===== src/rtl/tt_pkg.sv =====
package tt_pkg;
  localparam int REG_W = 32;

  // bit positions software depends on
  localparam int LVL_LSB  = 2;
  localparam int ISTL_BIT = 8;
  localparam int DSTL_BIT = 9;
  localparam int PRIO_BIT = 10;
  localparam int DISC_LSB = 11;

  localparam logic [REG_W-1:0] WR_MASK = 32'h0000_1F0C;

  typedef struct packed {
    logic [1:0] discard;  // bit0: loads, bit1: stores
    logic       prio_en;
    logic       dstall_en;
    logic       istall_en;
    logic [1:0] level;
  } tt_ctrl_t;
endpackage


===== src/rtl/tt_ctrl_reg.sv =====
module tt_ctrl_reg
  import tt_pkg::*;
(
  input  logic             clk,
  input  logic             rst,
  input  logic             wr_en,
  input  logic [REG_W-1:0] wr_data,
  output tt_ctrl_t         ctrl,
  output logic [REG_W-1:0] rd_data
);
  tt_ctrl_t ctrl_q;
  logic     unused_rsvd;

  assign unused_rsvd = ^{wr_data[31:13], wr_data[7:4], wr_data[1:0]};

  always_ff @(posedge clk) begin
    if (rst) begin
      ctrl_q <= '0;
    end else if (wr_en) begin
      ctrl_q.level     <= wr_data[LVL_LSB +: 2];
      ctrl_q.istall_en <= wr_data[ISTL_BIT];
      ctrl_q.dstall_en <= wr_data[DSTL_BIT];
      ctrl_q.prio_en   <= wr_data[PRIO_BIT];
      ctrl_q.discard   <= wr_data[DISC_LSB +: 2];
    end
  end

  always_comb begin
    rd_data                   = '0;
    rd_data[LVL_LSB +: 2]     = ctrl_q.level;
    rd_data[ISTL_BIT]         = ctrl_q.istall_en;
    rd_data[DSTL_BIT]         = ctrl_q.dstall_en;
    rd_data[PRIO_BIT]         = ctrl_q.prio_en;
    rd_data[DISC_LSB +: 2]    = ctrl_q.discard;
  end

  assign ctrl = ctrl_q;

  // reserved positions never show a one
  p_rsvd_zero_r2: assert property (@(posedge clk) disable iff (rst)
    (rd_data & ~WR_MASK) == '0);

  // a write lands in the register on the next edge
  p_write_lands_r1: assert property (@(posedge clk) disable iff (rst)
    wr_en |=> rd_data == ($past(wr_data) & WR_MASK));
endmodule


===== src/rtl/tt_level_cmp.sv =====
module tt_level_cmp #(
  parameter int DEPTH = 256,
  parameter int CNT_W = $clog2(DEPTH + 1)
) (
  input  logic [1:0]       level,
  input  logic [CNT_W-1:0] free_cnt,
  output logic             below
);
  localparam int LIM1 = (DEPTH * 1) / 4;
  localparam int LIM2 = (DEPTH * 2) / 4;
  localparam int LIM3 = (DEPTH * 3) / 4;

  logic [CNT_W-1:0] limit;

  always_comb begin
    unique case (level)
      2'd1:    limit = CNT_W'(LIM1);
      2'd2:    limit = CNT_W'(LIM2);
      2'd3:    limit = CNT_W'(LIM3);
      default: limit = '0;
    endcase
  end

  assign below = free_cnt < limit;
endmodule


===== src/rtl/tt_policy.sv =====
module tt_policy
  import tt_pkg::*;
(
  input  logic     clk,
  input  logic     rst,
  input  tt_ctrl_t ctrl,
  input  logic     ilow,
  input  logic     dlow,
  input  logic     pkt_valid,
  input  logic     pkt_is_store,
  output logic     stall,
  output logic     drop,
  output logic     prio
);
  logic stall_q;
  logic type_sel;

  always_ff @(posedge clk) begin
    if (rst) stall_q <= 1'b0;
    else     stall_q <= (ctrl.istall_en & ilow) | (ctrl.dstall_en & dlow);
  end

  assign type_sel = pkt_is_store ? ctrl.discard[1] : ctrl.discard[0];
  assign drop     = pkt_valid & dlow & type_sel;
  assign prio     = ctrl.prio_en & ilow;
  assign stall    = stall_q;

  // a stall needs some enable from the previous cycle
  p_stall_needs_en_r7: assert property (@(posedge clk) disable iff (rst)
    stall |-> $past(ctrl.istall_en | ctrl.dstall_en));

  // a stall needs a low buffer in the previous cycle
  p_stall_needs_low_r5: assert property (@(posedge clk) disable iff (rst)
    stall |-> $past(ilow | dlow));

  // no drop without a packet
  p_drop_needs_valid_r10: assert property (@(posedge clk) disable iff (rst)
    drop |-> pkt_valid);

  // no drop with select 00 or a roomy data buffer
  p_drop_needs_sel_r8: assert property (@(posedge clk) disable iff (rst)
    drop |-> (ctrl.discard != 2'b00) && dlow);

  // priority only with its enable
  p_prio_needs_en_r9: assert property (@(posedge clk) disable iff (rst)
    prio |-> ctrl.prio_en);

  // level code 0 keeps every combinational policy quiet
  p_level0_quiet_r4: assert property (@(posedge clk) disable iff (rst)
    (ctrl.level == 2'b00) |-> !drop && !prio && !ilow && !dlow);
endmodule


===== src/rtl/trace_throttle_ctrl.sv =====
module trace_throttle_ctrl
  import tt_pkg::*;
#(
  parameter int IBUF_DEPTH = 256,
  parameter int DBUF_DEPTH = 256,
  parameter int IBUF_CNT_W = $clog2(IBUF_DEPTH + 1),
  parameter int DBUF_CNT_W = $clog2(DBUF_DEPTH + 1)
) (
  input  logic                  clk,
  input  logic                  rst,
  input  logic                  reg_wr_en,
  input  logic [31:0]           reg_wr_data,
  output logic [31:0]           reg_rd_data,
  input  logic [IBUF_CNT_W-1:0] ibuf_free,
  input  logic [DBUF_CNT_W-1:0] dbuf_free,
  input  logic                  pkt_valid,
  input  logic                  pkt_is_store,
  output logic                  cpu_stall,
  output logic                  pkt_drop,
  output logic                  inst_prio
);
  tt_ctrl_t ctrl;
  logic     ilow;
  logic     dlow;

  tt_ctrl_reg u_reg (
    .clk     (clk),
    .rst     (rst),
    .wr_en   (reg_wr_en),
    .wr_data (reg_wr_data),
    .ctrl    (ctrl),
    .rd_data (reg_rd_data)
  );

  tt_level_cmp #(.DEPTH(IBUF_DEPTH), .CNT_W(IBUF_CNT_W)) u_icmp (
    .level    (ctrl.level),
    .free_cnt (ibuf_free),
    .below    (ilow)
  );

  tt_level_cmp #(.DEPTH(DBUF_DEPTH), .CNT_W(DBUF_CNT_W)) u_dcmp (
    .level    (ctrl.level),
    .free_cnt (dbuf_free),
    .below    (dlow)
  );

  tt_policy u_pol (
    .clk          (clk),
    .rst          (rst),
    .ctrl         (ctrl),
    .ilow         (ilow),
    .dlow         (dlow),
    .pkt_valid    (pkt_valid),
    .pkt_is_store (pkt_is_store),
    .stall        (cpu_stall),
    .drop         (pkt_drop),
    .prio         (inst_prio)
  );

  // quiet outputs in the cycle after reset
  p_reset_quiet_r3: assert property (@(posedge clk)
    $past(rst) |-> !cpu_stall && reg_rd_data == '0);
endmodule


===== config.mk =====
export PLATFORM = sky130hd
export DESIGN_NAME = trace_throttle_ctrl
export DESIGN_NICKNAME = d
export VERILOG_FILES = /design/src/rtl/tt_pkg.sv /design/src/rtl/tt_ctrl_reg.sv /design/src/rtl/tt_level_cmp.sv /design/src/rtl/tt_policy.sv /design/src/rtl/trace_throttle_ctrl.sv
export SDC_FILE = /design/constraint.sdc
export NUM_CORES = 1
export LEC_CHECK = 0
export CORE_UTILIZATION = 24
export CTS_CLUSTER_DIAMETER = 60
export DETAILED_ROUTE_END_ITERATION = 10
export PLACE_DENSITY = 0.95
export REMOVE_ABC_BUFFERS = 1
export SLEW_MARGIN = 20
export SYNTH_ARGS = -nofsm -noshare
export SYNTH_HDL_FRONTEND = slang
export SYNTH_SLANG_ARGS = --single-unit

===== constraint.sdc =====
create_clock -name clk -period 2.8 [get_ports clk]
set_input_delay 0.56 -clock clk [delete_from_list [all_inputs] [get_ports clk]]
set_output_delay 0.56 -clock clk [all_outputs]
set_load 0.1 [all_outputs]

* After elaboration in Yosys (flattened, before gate mapping)
Cells that the tools add are included.
** Storage, ports and cells
- Flip-flop bits (word level) :: 8
- ROM bits :: 0
- Latch bits :: 0
- Word-level logic and storage cells :: 19
- Output and inout bits :: 35
- Memories kept :: 0
- RAM bits :: 0
** Cells by class
- Add/subtract/negate cells :: 0
- Div/mod/pow operators :: 0
- Equal/unequal tests :: 3
- Bitwise gates (word level) :: 6
- Mux-type cells :: 2
- Shifts and indexed selects :: 0
- Order comparisons :: 2
- Reduce and logical (&&, ||, !) cells :: 0
- $mul :: 0
** Operators with widths (number)
- 8-bit one-hot mux with 3 select lines :: 1
- 9-bit by 8-bit less-than comparator with 1-bit output :: 1
- 9-bit less-than comparator :: 1
- 1-bit AND :: 5
- 2-bit equality test (second input constant) :: 2
- 2-bit by 1-bit equality test with 1-bit output (second input constant) :: 1
- 1-bit 2-to-1 mux :: 1
- 1-bit OR :: 1

* Logic depth before layout (Yosys ltp)
- Depth after elaboration :: 5
- Mapped depth :: 4
- Mapped depth without buffers :: 4

* Hierarchy
A second synthesis with hierarchy kept.
** Unflattened totals
- Cell total of the unflattened synthesis :: 70
- Area total of the unflattened synthesis :: 616.8 µm²
** Modules (own cells, without submodules)
- tt_ctrl_reg :: area each 491.7 µm², cells an instance 55, seq. area each 140.1 µm², times used 1
- tt_level_cmp :: area each 35.0 µm², cells an instance 4, seq. area each 0.0 µm², times used 2
- tt_policy :: area each 55.1 µm², cells an instance 7, seq. area each 20.0 µm², times used 1

* Worst setup path before layout
No wires, ideal clock.
- Kind :: flip-flop to output port
- Start point :: register u_reg.ctrl[1] (netlist name)
- End point :: output pkt_drop
- Arrival :: 6.108 ns
- Path buffers :: 0
- Path slack :: -3.868 ns
- Cell stages (with the launch flop) :: 4
- Data required time :: 2.240 ns
- Path through :: dfxtp_1 -> inv_1 -> ha_1 -> a2111oi_0
** Between the ends
- Cells in the longest elaborated chain, start to end :: 5
** RTL lines
- 2-bit equality test or 2-bit by 1-bit equality test with 1-bit output (tied branches) :: RTL line tt_level_cmp.sv:16 : unique case (level)
- 8-bit one-hot mux with 3 select lines (*) :: RTL line tt_level_cmp.sv:16
- 9-bit by 8-bit less-than comparator with 1-bit output (*) :: RTL line tt_level_cmp.sv:24 : assign below = free_cnt < limit;
- 1-bit AND (*) (2 in series) :: RTL line tt_policy.sv:24 : assign drop = pkt_valid & dlow & type_sel;
- end, declared :: RTL line trace_throttle_ctrl.sv:19 : output logic pkt_drop,
Mark *: on every way between the ends. The rest lies on a longest branch, timed or not.

* Worst setup path after layout
- Start point :: input dbuf_free[7]
- End point :: output pkt_drop
** Between the ends
- Cells in the longest elaborated chain, start to end :: 3
** RTL lines
- start, declared :: RTL line trace_throttle_ctrl.sv:15 : input logic [DBUF_CNT_W-1:0] dbuf_free,
- 9-bit by 8-bit less-than comparator with 1-bit output :: RTL line tt_level_cmp.sv:24
- 1-bit AND (2 in series) :: RTL line tt_policy.sv:24
No other way between the ends.

==> metrics.txt <==
# TYPE chip_impl_metric gauge
chip_impl_metric{name="global_route_wire_length_before_repair",unit="mm"} 1.89
chip_impl_metric{name="layout-drive-gt1-share",unit="%"} 18.3
chip_impl_metric{name="count_of_distinct_cell_types_in_the_synthesized_netlist",unit=""} 17
chip_impl_info{name="synth.top_cells.by_area",value="buf_4, dfxtp_1, mux2i_1"} 1
chip_impl_metric{name="drt_pre_antenna_iters",unit=""} 2
chip_impl_metric{name="gate_count_post_synth",unit=""} 65
chip_impl_metric{name="slew_violations",unit=""} 0
chip_impl_metric{name="cts_resized",unit=""} 0
chip_impl_metric{name="r2r_cells",unit=""} 4
chip_impl_metric{name="whs",unit="ns"} 0.527
chip_impl_metric{name="cp.buffers_inverters",unit=""} 3
chip_impl_metric{name="critical_path_peak_fanout",unit=""} 2
chip_impl_metric{name="dp_hpwl",unit="um"} 986
chip_impl_info{name="reg2reg_from",value="u_reg.ctrl[1]"} 1
chip_impl_metric{name="avgRoutedWirePerCell",unit="um"} 9.41
chip_impl_metric{name="place_congestion",unit=""} 0.710
chip_impl_info{name="layout_commonest_cell",value="conb_1"} 1
chip_impl_metric{name="number_of_vias_after_detailed_routing",unit=""} 451
chip_impl_metric{name="post-cts-setup-buffers",unit=""} 0
chip_impl_metric{name="critPathArrivalTime",unit="ns"} 2.02
chip_impl_metric{name="multiInputGateArea",unit="um2"} 307
chip_impl_metric{name="power.static_leakage",unit="nW"} 0.409
chip_impl_info{name="hold-path-endpoint",value="u_reg.ctrl[4]"} 1
chip_impl_metric{name="globalRouteTotalUtil",unit="%"} 10.0
chip_impl_metric{name="cp.required",unit="ns"} 2.24
chip_impl_metric{name="clkSlewWorstSetupHoldPaths",unit="ns"} 0.06
chip_impl_metric{name="final_min_period_over_clock_period",unit="%"} 92.1
chip_impl_metric{name="die_width",unit="um"} 51.7
chip_impl_metric{name="synthDominantCellAreaShare",unit="%"} 31.7
chip_impl_metric{name="total_of_endpoints_with_negative_setup_slack_in_the_final_report",unit=""} 0
chip_impl_metric{name="core-area",unit="um2"} 2280
chip_impl_info{name="critPathTopFamily",value="buffers and inverters"} 1
chip_impl_metric{name="avgSynthCellArea",unit="um2"} 9.10
chip_impl_info{name="hold_path.startpoint",value="u_reg.ctrl[4]"} 1
chip_impl_metric{name="design.final.nets",unit=""} 152
chip_impl_metric{name="synth_cell_area",unit="um2"} 592
chip_impl_info{name="critPathCaptureType",value="primary output"} 1
chip_impl_metric{name="yosys_register_bits",unit=""} 8
chip_impl_info{name="worstSetupStartpointType",value="input port"} 1
chip_impl_metric{name="die_height",unit="um"} 51.7
chip_impl_metric{name="die_area",unit="um2"} 2670
chip_impl_metric{name="top_level_ports",unit=""} 90
chip_impl_metric{name="critical-path-max-stage-delay",unit="ns"} 0.41
chip_impl_metric{name="num_antenna_cells",unit=""} 0
chip_impl_metric{name="final_hold_viol_count",unit=""} 0
chip_impl_metric{name="pin_count_of_the_biggest_net_entering_global_routing",unit=""} 10
chip_impl_metric{name="post-route-util",unit="%"} 35.7
chip_impl_metric{name="synth.yosys.seq_area_share",unit="%"} 27.1
chip_impl_metric{name="via_count_normalized_by_instance_count",unit=""} 3.73
chip_impl_info{name="timing.setup.critical_path_class",value="input port to primary output"} 1
chip_impl_metric{name="postRouteWirelength",unit="mm"} 1.14
chip_impl_metric{name="cts-buffers-inserted",unit=""} 3
chip_impl_info{name="tritoncts",value="done"} 1
chip_impl_metric{name="grt_antenna_before_repair",unit=""} 0
chip_impl_metric{name="period_minus_slack",unit="ns"} 2.58
chip_impl_metric{name="cts_hold_repair.buffers",unit=""} 0
chip_impl_metric{name="power.density",unit="nW/um2"} 580
chip_impl_metric{name="final.fill_count",unit=""} 261
chip_impl_info{name="regToRegEndpoint",value="u_pol.stall"} 1
chip_impl_info{name="setup_repair_after_global_routing_missed_its_margin",value="false"} 1
chip_impl_metric{name="initial_utilization",unit="%"} 26.0
chip_impl_metric{name="number_of_nets_with_antenna_violations_after_routing",unit=""} 0
chip_impl_metric{name="cap_violations",unit=""} 0
chip_impl_metric{name="globalRoute.totalOverflow",unit=""} 0
chip_impl_info{name="final_cell_mix",value="conb_1, clkdlybuf4s50_1, buf_4"} 1
chip_impl_info{name="crit_path_cell_trace",value="clkdlybuf4s50_1, ha_1, a2111oi_0, buf_4, buf_12"} 1
chip_impl_metric{name="max_clock_freq",unit="MHz"} 388
chip_impl_info{name="yosys.area.top_type",value="buf_4"} 1
chip_impl_metric{name="syn_to_final_growth",unit="%"} 37.4
chip_impl_metric{name="peakVddDrop",unit="mV"} 0.226
chip_impl_info{name="cts_root_buf",value="clkbuf_4"} 1
chip_impl_metric{name="seqCellArea",unit="um2"} 160
chip_impl_metric{name="cts-root-to-sink-buffers",unit=""} 2
chip_impl_metric{name="ctsHtreeMaxLevel",unit=""} 1
chip_impl_metric{name="detail_route.iter0.violations",unit=""} 2
chip_impl_metric{name="timing.clock.skew",unit="ns"} 0.00112
chip_impl_metric{name="floorplan.rows",unit=""} 17
chip_impl_info{name="timing.critical_path.slowest_stage_cell",value="clkdlybuf4s50_1"} 1
chip_impl_metric{name="fin_tns_setup",unit="ns"} 0
chip_impl_metric{name="reg2reg_setup_slack",unit="ns"} 1.52
chip_impl_metric{name="worst_hold_path.num_cells",unit=""} 2
chip_impl_metric{name="total_clock_sinks",unit=""} 8
chip_impl_info{name="run_status",value="completed"} 1
chip_impl_metric{name="clock_latency",unit="ns"} 0.25
chip_impl_info{name="worstHoldPathType",value="flip-flop to flip-flop"} 1
chip_impl_metric{name="port-buffer-count",unit=""} 27
chip_impl_metric{name="ys.warnings.count",unit=""} 0
chip_impl_metric{name="drt_drc_violations_left",unit=""} 0
chip_impl_metric{name="first_global_vias",unit=""} 405
synth_stat cells, drive strengths merged:
cell type and count:
conb 1, mux2 1, a41o 1, mux2i 7, dfxtp 8, buf 27, a2111oi 2, nor2 8
nand2b 2, and3 1, inv 3, nand2 1, ha 2, o21ai 1
layer usage:
metal / part of all wire, % / GRT usage [%] / wire (um) / vias up
li1: - / - / - / 219
met1: 37 / 11.4 / 422 / 193
met2: 51 / 15.8 / 576 / 35
met3: 10 / 3.22 / 117 / 4
met4: 1.9 / 6.76 / 22 / 0
met5: 0 / 0 / 0 / -
how the worst max path moves through the flow:
stage / from / end / slack, ns / cells past startpoint
6_report: dbuf_free[7] / pkt_drop / 0.22 / 5
5_1_grt: dbuf_free[7] / pkt_drop / 0.13 / 5
4_1_cts: dbuf_free[7] / pkt_drop / 0.20 / 5
3_5_place_dp: dbuf_free[7] / pkt_drop / 0.23 / 5
3_3_place_gp: dbuf_free[7] / pkt_drop / 0.24 / 5
2_1_floorplan: u_reg.ctrl[1] / pkt_drop / -3.87 / 3
logic make-up after synthesis:
kind of cell / count (synthesis) / synth area share (%)
multiplexers: 8 / 13.7
AO/OA/AOI/OAI: 4 / 6.55
flip-flops: 8 / 27.1
AND/OR/NAND/NOR: 12 / 11.4
other: 1 / 0.634
adder cells (fa/ha/maj): 2 / 4.23
buffers and inverters: 30 / 36.4
final cells by class:
cell class                 instances  area share (%)
multi-input combinational         51            37.7
timing repair buffer              28            34.2
sequential                         8            19.7
tap                               28            4.31
clock buffer                       3            2.77
inverter                           3            1.38
per-stage QoR:
| stage | setup slack, ns | area (um2) | power, mW | std cells |
|---|---|---|---|---|
| finish | 0.220 | 813 | 0.472 | 121 |
| global placement | 0.240 | 791 | 0.382 | 118 |
| detailed placement | 0.232 | 791 | 0.385 | 118 |
| global route | 0.127 | 813 | 0.491 | 121 |
| floorplan | -3.87 | 478 | 0.340 | 62 |
| CTS | 0.205 | 813 | 0.477 | 121 |
report_power, final:
group / switching (mW) / total (mW) / internal, mW
registers: 0.00551 / 0.126 / 0.120
logic: 0.213 / 0.256 / 0.0424
clock network: 0.0410 / 0.0902 / 0.0492
total: 0.260 / 0.472 / 0.212
worst min-delay path, stage by stage (launching register included):
cell	delay (ns)
dfxtp_1	0.34
mux2i_1	0.07
nor2_1	0.07
state kept, by name, indices dropped and copies added (netlist names):
| signal | count |
|---|---|
| u_reg.ctrl | 7 |
| u_pol.stall | 1 |
No activity file was read; power rests on OpenSTA's default activity.
